==> config.mk <==
export PLATFORM = sky130hd
export DESIGN_NAME = raster_slave_timer
export DESIGN_NICKNAME = d
export VERILOG_FILES = /design/src/rtl/raster_pkg.sv /design/src/rtl/raster_sync_edge.sv /design/src/rtl/raster_window.sv /design/src/rtl/raster_slave_timer.sv
export SDC_FILE = /design/constraint.sdc
export NUM_CORES = 1
export LEC_CHECK = 0
export BUFFER_PORTS_ARGS = -buffer_cell sky130_fd_sc_hd__buf_4
export CORE_UTILIZATION = 60
export CTS_BUF_LIST = sky130_fd_sc_hd__clkbuf_4
export CTS_CLUSTER_DIAMETER = 120
export DETAILED_ROUTE_END_ITERATION = 10
export PLACE_DENSITY = 0.89
export SETUP_SLACK_MARGIN = 0.3
export SLEW_MARGIN = 20
export SYNTH_ARGS = -nofsm -noshare
export SYNTH_HDL_FRONTEND = slang
export SYNTH_HIERARCHICAL = 1
export SYNTH_SLANG_ARGS = --single-unit
export TNS_END_PERCENT = 1
==> constraint.sdc <==
create_clock -name clk -period 3.6 [get_ports clk]
set_input_delay 0.36 -clock clk [delete_from_list [all_inputs] [get_ports clk]]
set_output_delay 0.36 -clock clk [all_outputs]
set_load 0.005 [all_outputs]
==> src/rtl/raster_pkg.sv <==
package raster_pkg;

    // log2 of the pixel granularity of offset and width settings
    localparam int UNIT_LOG2 = 3;

    // reason the current internal line is finishing this cycle
    typedef enum logic [1:0] {
        END_NONE  = 2'd0,
        END_WIDTH = 2'd1,
        END_HSYNC = 2'd2,
        END_VSYNC = 2'd3
    } end_cause_e;

endpackage

==> src/rtl/raster_sync_edge.sv <==
module raster_sync_edge (
    input  logic clk,
    input  logic rst_n,
    input  logic din,
    output logic rise
);
    logic smp_q, smp_d;
    logic dly_q, dly_d;

    always_comb begin
        smp_d = din;
        dly_d = smp_q;
    end

    always_ff @(posedge clk or negedge rst_n) begin
        if (!rst_n) begin
            smp_q <= 1'b0;
            dly_q <= 1'b0;
        end else begin
            smp_q <= smp_d;
            dly_q <= dly_d;
        end
    end

    assign rise = smp_q & ~dly_q;
endmodule

==> src/rtl/raster_window.sv <==
module raster_window #(
    parameter int OFS_W  = 6,
    parameter int WID_W  = 6,
    parameter int LINE_W = 10,
    parameter int HW     = 10
) (
    input  logic [HW-1:0]     hcnt,
    input  logic [OFS_W-1:0]  hoff,
    input  logic [WID_W-1:0]  width,
    input  logic [LINE_W-1:0] row,
    input  logic [LINE_W-1:0] vlines,
    output logic              en,
    output logic [HW-1:0]     col
);
    import raster_pkg::*;

    logic [HW-1:0] start_px;
    logic [HW-1:0] stop_px;
    logic          in_h;
    logic          in_v;

    always_comb begin
        start_px = HW'(32'(hoff) << UNIT_LOG2);
        stop_px  = HW'((32'(hoff) + 32'(width) + 1) << UNIT_LOG2);
        in_h     = (hcnt >= start_px) && (hcnt < stop_px);
        in_v     = row < vlines;
        en       = in_h && in_v;
        col      = en ? (hcnt - start_px) : '0;
    end
endmodule

==> src/rtl/raster_slave_timer.sv <==
module raster_slave_timer #(
    parameter int OFS_W  = 6,
    parameter int WID_W  = 6,
    parameter int LINE_W = 10,
    localparam int HW    = ((OFS_W > WID_W) ? OFS_W : WID_W) + 4
) (
    input  logic              clk,
    input  logic              rst_n,
    input  logic              hsync,
    input  logic              vsync,
    input  logic [OFS_W-1:0]  cfg_hoff,
    input  logic [WID_W-1:0]  cfg_width,
    input  logic [LINE_W-1:0] cfg_vlines,
    input  logic [LINE_W-1:0] cfg_scroll,
    output logic [LINE_W-1:0] line_num,
    output logic [HW-1:0]     disp_col,
    output logic              disp_en,
    output logic              line_irq
);
    import raster_pkg::*;

    typedef struct packed {
        logic [HW-1:0]     hcnt;
        logic [LINE_W-1:0] row;
        logic [LINE_W-1:0] line;
        logic              irq;
    } ctr_t;

    ctr_t       st_q, st_d;
    end_cause_e cause;
    logic [1:0] sync_in;
    logic [1:0] sync_rise;
    logic       hs_rise;
    logic       vs_rise;
    logic [HW-1:0]     last_px;
    logic [LINE_W-1:0] row_inc;

    assign sync_in = {vsync, hsync};

    generate
        for (genvar g = 0; g < 2; g++) begin : g_sync
            raster_sync_edge u_edge (
                .clk  (clk),
                .rst_n(rst_n),
                .din  (sync_in[g]),
                .rise (sync_rise[g])
            );
        end
    endgenerate

    assign hs_rise = sync_rise[0];
    assign vs_rise = sync_rise[1];

    always_comb begin
        last_px = HW'(((32'(cfg_hoff) + 32'(cfg_width) + 1) << UNIT_LOG2) - 1);
        row_inc = st_q.row + LINE_W'(1);

        if (vs_rise)                  cause = END_VSYNC;
        else if (hs_rise)             cause = END_HSYNC;
        else if (st_q.hcnt >= last_px) cause = END_WIDTH;
        else                          cause = END_NONE;

        st_d      = st_q;
        st_d.hcnt = st_q.hcnt + HW'(1);
        st_d.irq  = 1'b0;

        unique case (cause)
            END_VSYNC: begin
                st_d.hcnt = '0;
                st_d.row  = '0;
                st_d.line = cfg_scroll;
            end
            END_HSYNC, END_WIDTH: begin
                st_d.hcnt = '0;
                st_d.irq  = (cause == END_WIDTH);
                if (row_inc == cfg_vlines) begin
                    st_d.row  = '0;
                    st_d.line = cfg_scroll;
                end else begin
                    st_d.row  = row_inc;
                    st_d.line = st_q.line + LINE_W'(1);
                end
            end
            default: ;
        endcase
    end

    always_ff @(posedge clk or negedge rst_n) begin
        if (!rst_n) st_q <= '0;
        else        st_q <= st_d;
    end

    raster_window #(
        .OFS_W (OFS_W),
        .WID_W (WID_W),
        .LINE_W(LINE_W),
        .HW    (HW)
    ) u_window (
        .hcnt  (st_q.hcnt),
        .hoff  (cfg_hoff),
        .width (cfg_width),
        .row   (st_q.row),
        .vlines(cfg_vlines),
        .en    (disp_en),
        .col   (disp_col)
    );

    assign line_num = st_q.line;
    assign line_irq = st_q.irq;
endmodule

==> run summary, run 1 <==
Pleak: 2.19 nW
Synth Warn #: 6
Iteration count of the initial detailed-routing pass: 4
Clock skew: 0.0123 ns
Die area: 6880 um^2
# diodes: 0
Worst slew pin tran: 0.716 ns
FF-to-FF setup slack: 0.86 ns
Row count: 29
Number of synthesized flops with an enable pin: 0
Critical path endpoint category: primary output
Average instance area after synthesis: 8.19 um^2
CP endpoint: disp_col[3]
Reg clk slew, reported paths: 0.10 ns
IO Pins: 58
Pin count of the biggest net entering global routing: 36
Synth-to-Final Area Change: 17.1%
Clock root buffer: clkbuf_4
Yosys cell types: 62
Synthesized instance count: 480
Count of final hold-check violations: 0
Startpoint types: input port
First-pass GRT wire length: 16,100 um
Antenna Nets Post-Route: 0
RSZ-0062 raised after global routing: true
WHS: 0.130 ns
Worst endpoint data arrival time: 2.99 ns
Min Tclk post-route: 3.35 ns
Final wirelength: 9280 um
Flops & latches, synth: 35
Max cap viols: 0
Via count: 3,639
Drc violations: 0
Worst-path maximum fanout: 6
Final setup violation count: 0
Top cells by area, synth: dfrtp_1, ha_1, a21oi_1
Power per cell area: 287 nW/um^2
Core ar.: 6350 um^2
Die height: 83.0 um
Reg2Reg Depth: 11
Clk sinks: 35
Fmax achieved: 299 MHz
Total Nets Final: 617
Per-cell routed wire length: 15.2 um
Ys flop type: dfrtp_1
Netlist Area Pre-Place: 3930 um^2
Top cell type's share of synthesized area: 0.223
Clock buffer depth: 2
Vias in the first global route: 3,680
Tot GR Track Use: 0.278
Width of the die: 83.0 um
FF-to-FF End: line_num[1]
Post-synthesis sequential area ratio: 0.223
Area leader, netlist: dfrtp_1
Clk Latency, worst-skew pair: 0.34 ns
DR vias/cell: 5.98
Fin util: 0.725
FF-to-FF Start: st_q[24]
GPL Wtd Cong: 0.903
Number of H-tree levels: 2
Syn nets: 566
Number of buffers added on ports: 57
Fraction of registers with async set/reset: 1.00
Final HPWL DP: 7130 um
Gr ovfl total: 0
Initial Util: 0.619
Tcrit/Tclk final: 0.930
Max IR drop VDD: 0.223 mV
Max-slew headroom: 0.523
Pins Over Slew Limit: 0
Status: complete, no violations
Initial antenna violation count: 0
Share of layout cells above drive strength 1: 0.226
Num CTS Buffers: 5
Worst setup path startpoint: cfg_hoff[0]
Worst path required time: 3.24 ns
CP Class: in2out
Detailed Route Iter0 Violations: 179
CTS tree: yes
Hold crit path type: in2reg
-- final cells by class --
type | count | area [um^2]
clock buffer | 7 | 52.6
clock inverter | 1 | 5.00
fill | 491 | 1750
inverter | 36 | 144
multi-input combinational | 379 | 2850
sequential | 35 | 876
tap | 77 | 96.3
timing repair buffer | 74 | 577
-- routing by layer --
layer / up-vias / global-route usage / wire [um]
met2: 111 / 0.519 / 4860
met1: 1726 / 0.328 / 3920
met3: 11 / 0.0288 / 389
met4: 0 / 0.0940 / 112
li1: 1791 / - / -
met5: - / 0 / 0
-- synthesized netlist by cell type (all sizes together) (9+ instances only) --
cell type,instances
and2,11
inv,36
nand2,31
o21ai,31
buf,22
a41o,9
nor2,42
nand3,18
a21oi,38
nor2b,11
ha,47
nand2b,9
nor3,20
xnor2,19
dfrtp,35
xor2,14
-- stage by stage --
stage	setup TNS, ns	worst slack [ns]	power [mW]	instances	cell area, um^2
2_1_floorplan	0	0.301	0.934	480	4000
3_3_place_gp	0	0.0622	1.04	595	4390
3_5_place_dp	-3.95	-0.189	1.07	595	4390
4_1_cts	0	0.220	1.31	607	4500
5_1_grt	0	0.157	1.42	609	4600
6_report	0	0.252	1.32	609	4600
-- layout by cell type, fill, tap and decap left out, types with 3 or more instances in the layout --
cell / Yosys / routed
buf_4: 12 / 69
nand2_1: 31 / 31
nor2_1: 42 / 41
nor3_1: 20 / 18
o21ai_1: 20 / 20
nand3_1: 16 / 16
xor2_1: 14 / 14
a21oi_1: 37 / 37
o21ai_0: 11 / 10
a211oi_1: 5 / 5
o21a_1: 5 / 5
a22o_1: 3 / 3
ha_1: 47 / 42
dfrtp_1: 35 / 35
and3_1: 6 / 6
nor2b_1: 9 / 9
ha_2: 0 / 3
and2_1: 11 / 10
inv_1: 35 / 32
a21o_1: 5 / 5
nand2b_1: 9 / 8
a41o_1: 9 / 9
nand4_1: 6 / 6
xnor2_1: 19 / 19
and4_1: 3 / 3
buf_6: 4 / 3
clkbuf_4: 0 / 7
-- critical path, cell delays in order --
cell and delay (ns):
buf_8 0.08, inv_4 0.03, ha_4 0.15, fa_2 0.33, nor2b_1 0.16, o21a_1 0.17
nor2_2 0.06, xor2_1 0.15, ha_1 0.30, a21o_1 0.17, a21o_1 0.20, a211oi_4 0.34
inv_4 0.12, buf_6 0.14, nor3_4 0.09, buf_4 0.13
-- logic make-up (layout without fill, tap and decap cells) --
logic type,after synthesis,after routing,synth area share
flip-flops,35,35,0.223
AND/OR/NAND/NOR,173,173,0.238
adder cells (fa/ha/maj),50,50,0.165
multiplexers,4,4,0.0124
AO/OA/AOI/OAI,119,119,0.205
XOR/XNOR,33,33,0.0735
buffers and inverters,66,118,0.0837
-- worst min-delay path by stage --
stage	depth (start not counted)	slack, ns	end	from
6_report	1	0.13	g_sync[1].u_edge/dly_d	vsync
5_1_grt	1	0.11	g_sync[1].u_edge/dly_d	vsync
4_1_cts	1	0.11	g_sync[0].u_edge/dly_d	hsync
3_5_place_dp	1	0.35	g_sync[1].u_edge/dly_d	rst_n
3_3_place_gp	1	0.34	g_sync[0].u_edge/dly_q	rst_n
2_1_floorplan	0	0.06	g_sync[0].u_edge/dly_d	rst_n
-- registers in the layout, indices dropped and copies added (netlist names) --
register,cells
st_q,20
line_num,10
g_sync.u_edge/dly_d,2
g_sync.u_edge/dly_q,2
line_irq,1
-- where the power goes --
| group | total [mW] | leakage [nW] | internal (mW) | switching, mW |
|---|---|---|---|---|
| logic | 0.568 | 1.69 | 0.279 | 0.289 |
| clock network | 0.227 | 0.0361 | 0.0913 | 0.136 |
| registers | 0.528 | 0.468 | 0.437 | 0.0909 |
| total | 1.32 | 2.19 | 0.807 | 0.516 |
-- what timing repair did --
item	in CTS	in global routing
setup buffers	3	2
endpoints found under the hold margin	35	0
pin swaps	8	14
hold buffers	1	0
resized for setup	7	22
endpoints found under the setup margin	38	41
(Power assumes the default switching activity.)
==> run 2: changes to the inputs <==
--- a/config.mk
+++ b/config.mk
@@ -6,11 +6,15 @@
 export NUM_CORES = 1
 export LEC_CHECK = 0
 export BUFFER_PORTS_ARGS = -buffer_cell sky130_fd_sc_hd__buf_4
-export CORE_UTILIZATION = 60
+export CELL_PAD_IN_SITES_DETAIL_PLACEMENT = 0
+export CELL_PAD_IN_SITES_GLOBAL_PLACEMENT = 1
+export CORE_ASPECT_RATIO = 2
+export CORE_UTILIZATION = 45
 export CTS_BUF_LIST = sky130_fd_sc_hd__clkbuf_4
 export CTS_CLUSTER_DIAMETER = 120
+export CTS_CLUSTER_SIZE = 8
 export DETAILED_ROUTE_END_ITERATION = 10
-export PLACE_DENSITY = 0.89
+export PLACE_DENSITY = 0.9
 export SETUP_SLACK_MARGIN = 0.3
 export SLEW_MARGIN = 20
 export SYNTH_ARGS = -nofsm -noshare
==> run 2 against run 1 <==
Net effect: clock skew grew 0.0023 ns; final area is 0.16% lower; combinational power increased by 3%; maximum frequency barely moved; clock-buffer cell count decreased by 1; worst setup slack about the same; largest cell class unchanged.
==> run summary, run 2 (synthesis gave the netlist of run 1 again) <==
Clk sinks: 35
FF-to-FF End: line_num[1]
Max cap viols: 0
Die area: 9140 um^2
Initial Util: 0.471
Pins Over Slew Limit: 0
FF-to-FF setup slack: 0.86 ns
Tot GR Track Use: 0.227
HP Start: vsync
Die height: 134 um
Worst endpoint data arrival time: 2.99 ns
Power per cell area: 284 nW/um^2
Net Sw Power: 0.510 mW
Row count: 47
Final wirelength: 9790 um
Most common cell after layout, fill and taps aside: buf_4
Final HPWL DP: 7760 um
Logic gate share of total power: 0.446
Detailed Route Iter0 Violations: 83
Worst path required time: 3.24 ns
Worst-path maximum fanout: 4
Gr ovfl total: 0
Worst slew pin tran: 0.771 ns
Via count: 3,570
Critical path endpoint category: primary output
Power share of the clock group: 0.157
Tcrit/Tclk final: 0.930
Antenna Nets Post-Route: 0
Drc violations: 0
Switching part of the total power: 0.391
Max-slew headroom: 0.486
WHS: 0.123 ns
Min Tclk post-route: 3.35 ns
Status: complete, no violations
RSZ-0062 raised after global routing: true
Clock buffer depth: 2
Max reg flops: 20
Max IR drop VDD: 0.164 mV
IO Pins: 58
Total power: 1.31 mW
Startpoint types: input port
Total Nets Final: 618
# diodes: 0
FF-to-FF Start: st_q[24]
Largest register by flop count: st_q
Core ar.: 8350 um^2
Clock root buffer: clkbuf_4
Num CTS Buffers: 5
Final setup violation count: 0
Reg clk slew, reported paths: 0.09 ns
Dpl ws: -0.0810 ns
Width of the die: 68.1 um
GPL Wtd Cong: 0.830
Min-Delay Path Depth: 1
Setup ws final: 0.252 ns
Per-cell routed wire length: 15.6 um
Initial antenna violation count: 0
CP Class: in2out
Clk Latency, worst-skew pair: 0.35 ns
Fmax achieved: 299 MHz
Clock skew: 0.0146 ns
Most frequent cells in the layout: buf_4, ha_1, nor2_1
Share of layout cells above drive strength 1: 0.220
Filler instances: 827
DR vias/cell: 5.68
Pin count of the biggest net entering global routing: 36
Sequential power share: 0.397
Count of final hold-check violations: 0
Hold crit path type: in2reg
Iteration count of the initial detailed-routing pass: 4
Fin util: 0.550
Reg2Reg Depth: 11
Number of H-tree levels: 2
CTS tree: yes
Hold endpoint: g_sync[1].u_edge/dly_d
Int Power: 0.796 mW
Vias in the first global route: 3,562
First-pass GRT wire length: 15,900 um
Number of buffers added on ports: 57
Pleak: 2.19 nW
Synth-to-Final Area Change: 16.9%
==> run 2: final cells by class <==
cell class	instances	area [um^2]	area share
clock buffer	6	45.0	0.00980
inverter	36	140	0.0305
multi-input combinational	379	2830	0.615
sequential	35	876	0.191
tap	98	123	0.0267
timing repair buffer	75	584	0.127
==> run 2: layer usage <==
metal	up-vias	track usage	part of all wire	wire length, um
li1	1794	-	-	-
met1	1713	0.220	0.36	3520
met2	49	0.454	0.59	5820
met3	14	0.0238	0.022	217
met4	0	0.0799	0.024	231
met5	-	0	0	0
==> run 2: how the worst max path moves through the flow <==
stage / from / to / slack [ns]
2_1_floorplan: cfg_width[0] / line_num[1] / 0.30
3_3_place_gp: cfg_hoff[0] / line_num[1] / 0.05
3_5_place_dp: cfg_width[0] / line_num[1] / -0.08
4_1_cts: cfg_width[0] / disp_col[2] / 0.26
5_1_grt: cfg_hoff[0] / disp_col[2] / 0.12
6_report: cfg_hoff[0] / disp_col[2] / 0.25
==> run 2: worst max-delay path: stages <==
cell      delay (ns)
buf_8           0.08
inv_4           0.03
ha_4            0.15
fa_2            0.39
nor2b_1         0.12
o21a_1          0.15
nor2_1          0.06
xor2_1          0.16
ha_1            0.31
a21o_1          0.16
a21o_1          0.18
a211oi_4        0.31
buf_4           0.16
buf_6           0.10
nand2_2         0.05
nor2_1          0.10
buf_4           0.12
==> run 2: timing repair <==
item,4_1_cts,5_1_grt
pin swaps,2,10
hold endpoints to repair,35,0
buffers inserted,1,3
cloned,0,0
endpoints found under the setup margin,7,41
resized for setup,4,19
hold buffers,1,0
==> run 2: per-stage QoR <==
| step | instance area [um^2] | instances | setup TNS, ns |
|---|---|---|---|
| floorplan | 4000 | 480 | 0 |
| global placement | 4430 | 618 | 0 |
| detailed placement | 4430 | 618 | -0.307 |
| CTS | 4510 | 626 | 0 |
| global route | 4600 | 629 | 0 |
| finish | 4600 | 629 | 0 |
==> run 2: power groups by stage <==
stage	sequential (mW)	clock (mW)	combinational, mW
finish	0.519	0.205	0.583
global route	0.529	0.232	0.652
CTS	0.518	0.214	0.569
floorplan	0.491	0	0.443
detailed placement	0.525	0	0.563
global placement	0.524	0	0.545
